--- config.mk ---
export PLATFORM = sky130hd
export DESIGN_NAME = xfer_err_status
export DESIGN_NICKNAME = d
export VERILOG_FILES = /design/src/rtl/xes_pkg.sv /design/src/rtl/xes_rd_underflow.sv /design/src/rtl/xes_wr_overflow.sv /design/src/rtl/xes_sticky.sv /design/src/rtl/xes_wip.sv /design/src/rtl/xfer_err_status.sv
export SDC_FILE = /design/constraint.sdc
export NUM_CORES = 1
export LEC_CHECK = 0
export ABC_AREA = 1
export BUFFER_PORTS_ARGS = -buffer_cell sky130_fd_sc_hd__buf_4
export CORE_AREA = 2 2 39 41
export CTS_CLUSTER_DIAMETER = 60
export CTS_CLUSTER_SIZE = 20
export DETAILED_ROUTE_END_ITERATION = 6
export DIE_AREA = 0 0 41 43
export GPL_TIMING_DRIVEN = 0
export SLEW_MARGIN = 15
export SYNTH_ARGS = -nofsm -noshare
export SYNTH_HDL_FRONTEND = slang
export SYNTH_SLANG_ARGS = --single-unit
--- constraint.sdc ---
create_clock -name clk -period 2 [get_ports clk]
set_clock_uncertainty 0.15 [all_clocks]
set_input_delay 0.1 -clock clk [delete_from_list [all_inputs] [get_ports clk]]
set_output_delay 0.1 -clock clk [all_outputs]
set_load 0.05 [all_outputs]
--- src/rtl/xes_pkg.sv ---
package xes_pkg;

    localparam int RESP_W = 2;
    localparam int STAT_W = RESP_W + 2;

    typedef enum logic [RESP_W-1:0] {
        RESP_OK   = 2'b00,
        RESP_EXOK = 2'b01,
        RESP_SLV  = 2'b10,
        RESP_DEC  = 2'b11
    } resp_e;

    typedef struct packed {
        logic [RESP_W-1:0] resp;
        logic              ovf;
        logic              udf;
    } stat_t;

    typedef struct packed {
        logic              udf;
        logic              ovf;
        logic              resp_hit;
        logic [RESP_W-1:0] resp;
    } evt_t;

    function automatic logic stat_nonzero(stat_t s);
        return (s.udf | s.ovf | (s.resp != RESP_OK));
    endfunction

    function automatic logic resp_is_err(logic vld, logic [RESP_W-1:0] code);
        return vld && (code != RESP_OK);
    endfunction

endpackage

--- src/rtl/xes_rd_underflow.sv ---
module xes_rd_underflow (
    input  logic lat_end,
    input  logic word_end,
    input  logic burst_more,
    input  logic rd_avail,
    output logic udf_evt
);
    logic late_first;
    logic late_next;

    always_comb begin
        late_first = lat_end && !rd_avail;
        late_next  = word_end && burst_more && !rd_avail;
        udf_evt    = late_first || late_next;
    end
endmodule

--- src/rtl/xes_wr_overflow.sv ---
module xes_wr_overflow #(
    parameter int DEPTH = 2
) (
    input  logic clk,
    input  logic rst,
    input  logic wr_push,
    input  logic wr_pop,
    output logic ovf_evt
);
    localparam int CW = $clog2(DEPTH + 1);
    localparam logic [CW-1:0] FULL = CW'(DEPTH);

    logic [CW-1:0] count_q;
    logic          is_full;
    logic          is_empty;
    logic          do_inc;
    logic          do_dec;

    always_comb begin
        is_full  = (count_q == FULL);
        is_empty = (count_q == '0);
        do_dec   = wr_pop && !is_empty;
        do_inc   = wr_push && (!is_full || do_dec);
        ovf_evt  = wr_push && is_full && !do_dec;
    end

    always_ff @(posedge clk) begin
        if (rst) begin
            count_q <= '0;
        end else if (do_inc && !do_dec) begin
            count_q <= count_q + 1'b1;
        end else if (do_dec && !do_inc) begin
            count_q <= count_q - 1'b1;
        end
    end


    count_bound_chk: assert property (@(posedge clk) disable iff (rst)
        count_q <= FULL);


    full_hold_chk: assert property (@(posedge clk) disable iff (rst)
        (is_full && wr_push && !wr_pop) |=> is_full);
endmodule

--- src/rtl/xes_sticky.sv ---
module xes_sticky
    import xes_pkg::*;
(
    input  logic              clk,
    input  logic              rst,
    input  evt_t              evt,
    input  logic              clr,
    output stat_t             stat
);
    stat_t stat_q;
    stat_t stat_d;

    always_comb begin
        stat_d = clr ? '0 : stat_q;
        if (evt.udf)      stat_d.udf  = 1'b1;
        if (evt.ovf)      stat_d.ovf  = 1'b1;
        if (evt.resp_hit) stat_d.resp = evt.resp;
    end

    always_ff @(posedge clk) begin
        if (rst) stat_q <= '0;
        else     stat_q <= stat_d;
    end

    assign stat = stat_q;


    udf_sticky_chk: assert property (@(posedge clk) disable iff (rst)
        (stat_q.udf && !clr) |=> stat_q.udf);


    ovf_sticky_chk: assert property (@(posedge clk) disable iff (rst)
        (stat_q.ovf && !clr) |=> stat_q.ovf);


    clear_chk: assert property (@(posedge clk) disable iff (rst)
        (clr && !evt.udf && !evt.ovf && !evt.resp_hit) |=> (stat_q == '0));


    udf_keep_chk: assert property (@(posedge clk) disable iff (rst)
        (clr && evt.udf) |=> stat_q.udf);


    ovf_keep_chk: assert property (@(posedge clk) disable iff (rst)
        (clr && evt.ovf) |=> stat_q.ovf);


    resp_nonzero_chk: assert property (@(posedge clk) disable iff (rst)
        evt.resp_hit |=> (stat_q.resp != RESP_OK));
endmodule

--- src/rtl/xes_wip.sv ---
module xes_wip (
    input  logic clk,
    input  logic rst,
    input  logic frame_end,
    input  logic done,
    output logic wip
);
    logic wip_q;

    always_ff @(posedge clk) begin
        if (rst)            wip_q <= 1'b0;
        else if (frame_end) wip_q <= 1'b1;
        else if (done)      wip_q <= 1'b0;
    end

    assign wip = wip_q;


    wip_set_chk: assert property (@(posedge clk) disable iff (rst)
        frame_end |=> wip_q);


    wip_clr_chk: assert property (@(posedge clk) disable iff (rst)
        (done && !frame_end) |=> !wip_q);
endmodule

--- src/rtl/xfer_err_status.sv ---
module xfer_err_status
    import xes_pkg::*;
#(
    parameter int WR_DEPTH = 2
) (
    input  logic              clk,
    input  logic              rst,
    input  logic              lat_end,
    input  logic              word_end,
    input  logic              burst_more,
    input  logic              rd_avail,
    input  logic              wr_push,
    input  logic              wr_pop,
    input  logic              resp_valid,
    input  logic [RESP_W-1:0] resp_code,
    input  logic              stat_rd,
    output logic [STAT_W-1:0] stat_rdata,
    input  logic              ctl_wr,
    input  logic              ctl_wdata,
    output logic              irq_en,
    output logic              irq,
    input  logic              wr_frame_end,
    input  logic              wr_done,
    output logic              wip
);
    evt_t  evt;
    stat_t stat;
    logic  udf_evt;
    logic  ovf_evt;
    logic  en_q;

    xes_rd_underflow u_udf (
        .lat_end    (lat_end),
        .word_end   (word_end),
        .burst_more (burst_more),
        .rd_avail   (rd_avail),
        .udf_evt    (udf_evt)
    );

    xes_wr_overflow #(.DEPTH(WR_DEPTH)) u_ovf (
        .clk     (clk),
        .rst     (rst),
        .wr_push (wr_push),
        .wr_pop  (wr_pop),
        .ovf_evt (ovf_evt)
    );

    always_comb begin
        evt.udf      = udf_evt;
        evt.ovf      = ovf_evt;
        evt.resp_hit = resp_is_err(resp_valid, resp_code);
        evt.resp     = resp_code;
    end

    xes_sticky u_stk (
        .clk  (clk),
        .rst  (rst),
        .evt  (evt),
        .clr  (stat_rd),
        .stat (stat)
    );

    always_ff @(posedge clk) begin
        if (rst)         en_q <= 1'b0;
        else if (ctl_wr) en_q <= ctl_wdata;
    end

    xes_wip u_wip (
        .clk       (clk),
        .rst       (rst),
        .frame_end (wr_frame_end),
        .done      (wr_done),
        .wip       (wip)
    );

    assign stat_rdata = stat;
    assign irq_en     = en_q;
    assign irq        = en_q && stat_nonzero(stat);


    irq_needs_stat_chk: assert property (@(posedge clk) disable iff (rst)
        irq |-> (stat_rdata != '0));


    irq_needs_en_chk: assert property (@(posedge clk) disable iff (rst)
        $rose(irq) |-> irq_en);


    en_hold_chk: assert property (@(posedge clk) disable iff (rst)
        !ctl_wr |=> $stable(irq_en));
endmodule

==> results.md, run 1 <==
* Status: finished with violations
* Failing checks: negative hold slack
* Ratio of cells with drive above 1 in the final layout at 0.2967
* Die area at 1763 sq um
* Vias in the first global route at 456
* Post-synthesis register bit count at 8
* First-pass GRT wire length at 1.566 mm
* Max_cap viols at 0
* CTS tree: done
* Pin count of the biggest net entering global routing at 8
* Tightest Pin Transition at 0.2344 ns
* Vias at 472
* Number of enable flip-flop cells after synthesis at 0
* Post-DRT Antenna Nets at 0
* Initial antenna violation count at 0
* DIE WIDTH at 41 um
* # setup viols final at 0
* Worst path cell trace: dlygate4sd3_1 > buf_4 > inv_1 > nand3_1 > a21oi_1 > dlygate4sd3_1
* 1st-iter DRT viols at 3
* Post-DP Area at 553.0 sq um
* Root buffer cell: clkbuf_4
* Post-route DRC at 0
* Critical Path RT at 2.04 ns
* Core area at 1384 sq um
* Grt ovf at 0
* Synth-to-layout area growth at 91.84%
* WHS at -0.006672 ns
* Peak supply drop at 0.2976 mV
* CP endpoint kind: register
* Sequential-to-total area share from yosys stat at 0.4354
* Most numerous cell in the Yosys netlist: inv_1
* Ports at 23
* Ant. Diodes at 0
* Most frequent CP cell: dlygate4sd3_1
* Top_reg_cell synth: dfxtp_1
* Hold WC Path Type: primary input to register
* Clk slew on worst S/H paths at 0.05 ns
* Synth top area cells: dfxtp_1 44%, a21oi_1 11%, inv_1 10%
* Post-synth ARST share at 0
* Worst Path Buf+Inv at 4
* Crit Path Max Fanout at 4
* Netlist cell types at 14
* CTS Sinks at 8
* GRT Util Overall at 0.1295
* Crit-path leading delay family: buffers and inverters
* IO buf count at 22
* Max clock buf depth at 2
* Synthesized cell area at 367.9 sq um
* Yosys warning total at 0
* TritonRoute pass-1 iters at 3
* Max Freq at 0.6363 GHz
* Insertion delay to the later sink of the worst-skew pair at 0.25 ns
* PwrDens at 691.4 nW/um^2
* Final Slew Violations at 0
* Fin nets at 110
* Yosys top cell area share at 0.4354
* Final hold violations at 1
* Total Wirelength at 954 um
* Slowest CP cell: dlygate4sd3_1
* Reg2Reg Setup Slack at 0.46 ns
* Initial core utilization at 0.2658
* Fillers at 139
* Unrepaired setup endpoints after global routing: false
* Gpl congestion at 0.7535
* Arr. time, crit path at 1.62 ns
* Core Rows at 14
* Cts bufs inserted at 3
* Syn nets at 70
* Die H at 43 um
* Core Util, Final at 0.5099
* Min cycle time layout at 1.572 ns
* Post-route setup TNS at 0 ns
* Htree depth at 1
* Kind of critical path: primary input to register
* Synth cell count leaders: 10 x inv_1, 9 x nand2_1, 8 x a21oi_1, 8 x dfxtp_1, 6 x nor2_1
* CP peak stage delay at 0.55 ns
* Crit path launch type: primary input
* Cell count after synthesis at 53
* Routed wire per std cell at 8.916 um
* LEAKAGE at 0.3529 nW
* Slew HR at 0.8435
* DP HPWL at 640.8 um
* Tcrit/Tclk final at 0.7858
* Leading area contributor after synthesis: dfxtp_1
* Post-DR vias/cell at 4.411
* Post-Syn Area per Cell at 6.941 sq um
* Final Cell Area at 705.7 sq um
cells by family (layout without fill, tap and decap cells):
logic type | Yosys count | in the layout | synth area share
and+or+nand+nor | 21 | 21 | 0.2415
DFF | 8 | 8 | 0.4354
buffers and inverters | 11 | 49 | 0.1122
AOI/OAI and AO/OA | 12 | 12 | 0.1769
adders and majority gates | 1 | 1 | 0.03401
tightest hold or removal path, stage by stage:
cell     delay (ns)
buf_4          0.07
nand2_1        0.05
nand3_1        0.06
a21oi_1        0.05
worst paths after layout:
path	start	end	cells after the start
worst max-delay path	stat_rd	u_stk.stat[2]$_SDFFE_PP0P_	6
worst min-delay path	resp_code[0]	u_stk.stat[3]$_SDFFE_PP0P_	4
worst max register to register	u_ovf.count_q[0]$_SDFFE_PP0P_	u_ovf.count_q[1]$_SDFFE_PP0P_	8
worst min register to register	u_stk.stat[1]$_SDFFE_PP0P_	u_stk.stat[1]$_SDFFE_PP0P_	2
placed cells by master, fill, tap and decap left out:
cell type       n
o21bai_1        1
nand3_1         3
nor2_1          6
ha_1            1
nand2_1         9
inv_2           1
dfxtp_1         8
nand4_1         1
clkbuf_4        3
dlygate4sd3_1  13
a21oi_1         8
nand2_2         1
o21ai_0         2
nor3_1          1
inv_1          10
o31ai_1         1
buf_4          22
state kept, by name (all words and copies together), names as in the netlist:
register       cells
u_ovf.count_q      2
irq_en             1
u_wip.wip          1
u_stk.stat         4
layout make-up:
type | count | area [sq um] | share of cell area
multi-input cells | 34 | 166.4 | 0.2358
clock buffers | 3 | 22.52 | 0.03191
well taps | 16 | 20.02 | 0.02837
repair buffers | 35 | 295.3 | 0.4184
inverters | 11 | 41.29 | 0.05851
flip-flops and latches | 8 | 160.2 | 0.2270
where the power goes:
group,internal (mW),switching [mW]
logic,0.0779,0.0894
registers,0.179,0.0195
clock network,0.0686,0.0535
total,0.325,0.162
timing repair:
action                     4_1_cts  5_1_grt
hold buffers                    15        0
gates resized for setup          0        0
hold endpoints to repair         6        0
setup endpoints to repair        0        2
buffers inserted                 0        0
per-layer routing:
metal | GRT usage | vias up | part of all wire
met4 | 0.04000 | 0 | 0
li1 | - | 247 | -
met3 | 0.06806 | 0 | 0.12
met2 | 0.2438 | 22 | 0.48
met1 | 0.1029 | 203 | 0.39
met5 | 0 | - | 0
per-stage QoR:
stage	hold slack [ns]	instances	setup WS, ns	total power [mW]
after global routing	0.03300	107	0.3023	0.5278
after global placement	0.1555	91	0.4973	0.3423
after CTS	0.2402	109	0.01353	0.4944
after floorplan	0.01907	53	0.2206	0.2935
final	-0.006672	107	0.4283	0.4879
after detailed placement	0.1678	91	0.4699	0.3450
No activity file was read; power rests on OpenSTA's default activity.
==> run 2, diff against run 1 <==
==> constraint.sdc (replaced) <==
create_clock -name clk -period 1.35 [get_ports clk]
set_clock_uncertainty 0.15 [all_clocks]
set_input_delay 0.0675 -clock clk [delete_from_list [all_inputs] [get_ports clk]]
set_output_delay 0.0675 -clock clk [all_outputs]
set_load 0.05 [all_outputs]
==> run 2 against run 1 <==
- the flow finishes with violations (negative setup slack)
- non-clock buffer count rose by 3
- via count rose by 1.7%
- final cell count rose by 2.8%
- global-route usage rose by 0.44 points
- total power rose by 61%
- critical path depth rose by 1
- clock power rose by 42%
- highest routed layer is now met4
==> results.md, run 2 (synthesized netlist as in run 1, its figures left out) <==
* Reg2Reg Setup Slack at -0.1 ns
* Met3 Usage GRT at 0.03141
* IO buf count at 22
* Ratio of cells with drive above 1 in the final layout at 0.3936
* Pin count of the biggest net entering global routing at 8
* Fin nets at 113
* TritonRoute pass-1 iters at 4
* Initial core utilization at 0.2658
* Critical Path RT at 1.33 ns
* Max reg flops at 4
* Core area at 1384 sq um
* LEAKAGE at 0.3735 nW
* Pre-CTS WS at -0.1237 ns
* Hold WC Path Type: primary input to register
* CTS Sinks at 8
* Htree depth at 1
* Ant. Diodes at 0
* Grt ovf at 0
* Hold wc startpoint: burst_more
* Status: finished with violations
* Hold-critical path depth at 5
* Worst reg2reg endpoint: u_ovf.count_q[0]$_SDFFE_PP0P_
* Clk slew on worst S/H paths at 0.05 ns
* Die H at 43 um
* Routed wire per std cell at 9.718 um
* Root buffer cell: clkbuf_4
* Worst path cell trace: inv_2 > o31ai_2 > inv_1 > ha_1 > inv_2 > o21ai_0 > a21oi_1
* Min-Delay Endpoint: u_stk.stat[0]$_SDFFE_PP0P_
* Worst Setup Slack, final at -0.09743 ns
* Post-DR vias/cell at 4.364
* Unrepaired setup endpoints after global routing: true
* Max clock buf depth at 2
* Crit Path Max Fanout at 4
* Failing checks: negative setup slack
* Most common cell after layout, fill and taps aside: buf_4
* PnR Total Power at 0.7832 mW
* GR Util met2 at 0.2531
* Die area at 1763 sq um
* Ports at 23
* Finished Layout Cells at 110
* Core Rows at 14
* Final Slew Violations at 0
* # setup viols final at 2
* Insertion delay to the later sink of the worst-skew pair at 0.24 ns
* R2R depth at 7
* PwrDens at 1042 nW/um^2
* Crit path launch type: register
* DIE WIDTH at 41 um
* Cts bufs inserted at 3
* Peak supply drop at 0.5643 mV
* Most frequent CP cell: inv_2
* CTS tree: done
* Slew HR at 0.8552
* Placed Cells at 91
* Max_cap viols at 0
* Slowest CP cell: dfxtp_2
* Final hold violations at 0
* Kind of critical path: register to register
* Tcrit/Tclk final at 1.072
* Most Used Layer, Global Route: met2
* First-pass GRT wire length at 1.573 mm
* Synth-to-layout area growth at 104.4%
* 1st-iter DRT viols at 7
* Post-DRT Antenna Nets at 0
* Min cycle time layout at 1.447 ns
* DP HPWL at 641.7 um
* Vias at 480
* CP peak stage delay at 0.33 ns
* Vias in the first global route at 432
* Initial antenna violation count at 0
* Most frequent cells in the layout: 25 x buf_4, 13 x dlygate4sd3_1, 9 x nand2_1
* Total Wirelength at 1.069 mm
* CP endpoint kind: register
* GRT Util Overall at 0.1339
* Critical R2R Launch: u_ovf.count_q[1]$_SDFFE_PP0P_
* Gpl congestion at 0.7687
* Met1 usage at 0.1201
* Arr. time, crit path at 1.42 ns
* Core Util, Final at 0.5434
* Post-route DRC at 0
* Tightest Pin Transition at 0.2164 ns
* Max Freq at 0.6909 GHz
-- run 2: through the flow --
| step | cell area, sq um | hold slack [ns] | setup TNS (ns) |
|---|---|---|---|
| floorplan | 381.6 | -0.01343 | -0.05319 |
| global placement | 566.8 | 0.1230 | -0.1465 |
| detailed placement | 566.8 | 0.1418 | -0.2146 |
| CTS | 752.0 | 0.03955 | -0.2116 |
| global route | 752.0 | 0.09823 | -0.3698 |
| finish | 752.0 | 0.03924 | -0.1886 |
-- run 2: worst max path at each step --
| stage | start | end | slack, ns |
|---|---|---|---|
| after floorplan | u_ovf.count_q[0]$_SDFFE_PP0P_ | u_ovf.count_q[1]$_SDFFE_PP0P_ | -0.03 |
| after global placement | u_ovf.count_q[0]$_SDFFE_PP0P_ | u_ovf.count_q[1]$_SDFFE_PP0P_ | -0.09 |
| after detailed placement | u_ovf.count_q[0]$_SDFFE_PP0P_ | u_ovf.count_q[1]$_SDFFE_PP0P_ | -0.12 |
| after CTS | u_ovf.count_q[1]$_SDFFE_PP0P_ | u_ovf.count_q[1]$_SDFFE_PP0P_ | -0.11 |
| after global routing | u_ovf.count_q[1]$_SDFFE_PP0P_ | u_ovf.count_q[1]$_SDFFE_PP0P_ | -0.19 |
| final | u_ovf.count_q[1]$_SDFFE_PP0P_ | u_ovf.count_q[0]$_SDFFE_PP0P_ | -0.1 |
-- run 2: cell type report --
cell class | instances | area, sq um
multi-input cells | 34 | 187.7
repair buffers | 38 | 317.8
fillers | 123 | 631.9
clock buffers | 3 | 22.52
well taps | 16 | 20.02
flip-flops and latches | 8 | 162.7
inverters | 11 | 41.29
-- run 2: layer usage --
| metal | part of all wire | routed length, um |
|---|---|---|
| met1 | 0.39 | 416 |
| met5 | 0 | 0 |
| met4 | 0.0047 | 5 |
| met3 | 0.071 | 76 |
| met2 | 0.53 | 571 |
-- run 2: timing repair --
action / 4_1_cts / 5_1_grt
buffers inserted: 3 / 0
resized for setup: 2 / 0
endpoints found under the setup margin: 2 / 2
pin swaps: 7 / 1
hold endpoints to repair: 7 / 0
hold buffers: 13 / 0
-- run 2: critical path, delay by kind of cell (launching register included) --
kind / cells / cell delay, ns
flops: 1 / 0.33
fa+ha+maj: 1 / 0.28
buf+inv: 3 / 0.16
compound gates: 3 / 0.41
-- run 2: power breakdown --
part | total, mW | internal [mW] | switching (mW)
Clock | 0.173 | 0.101 | 0.0719
Combinational | 0.311 | 0.154 | 0.157
Sequential | 0.299 | 0.269 | 0.0300
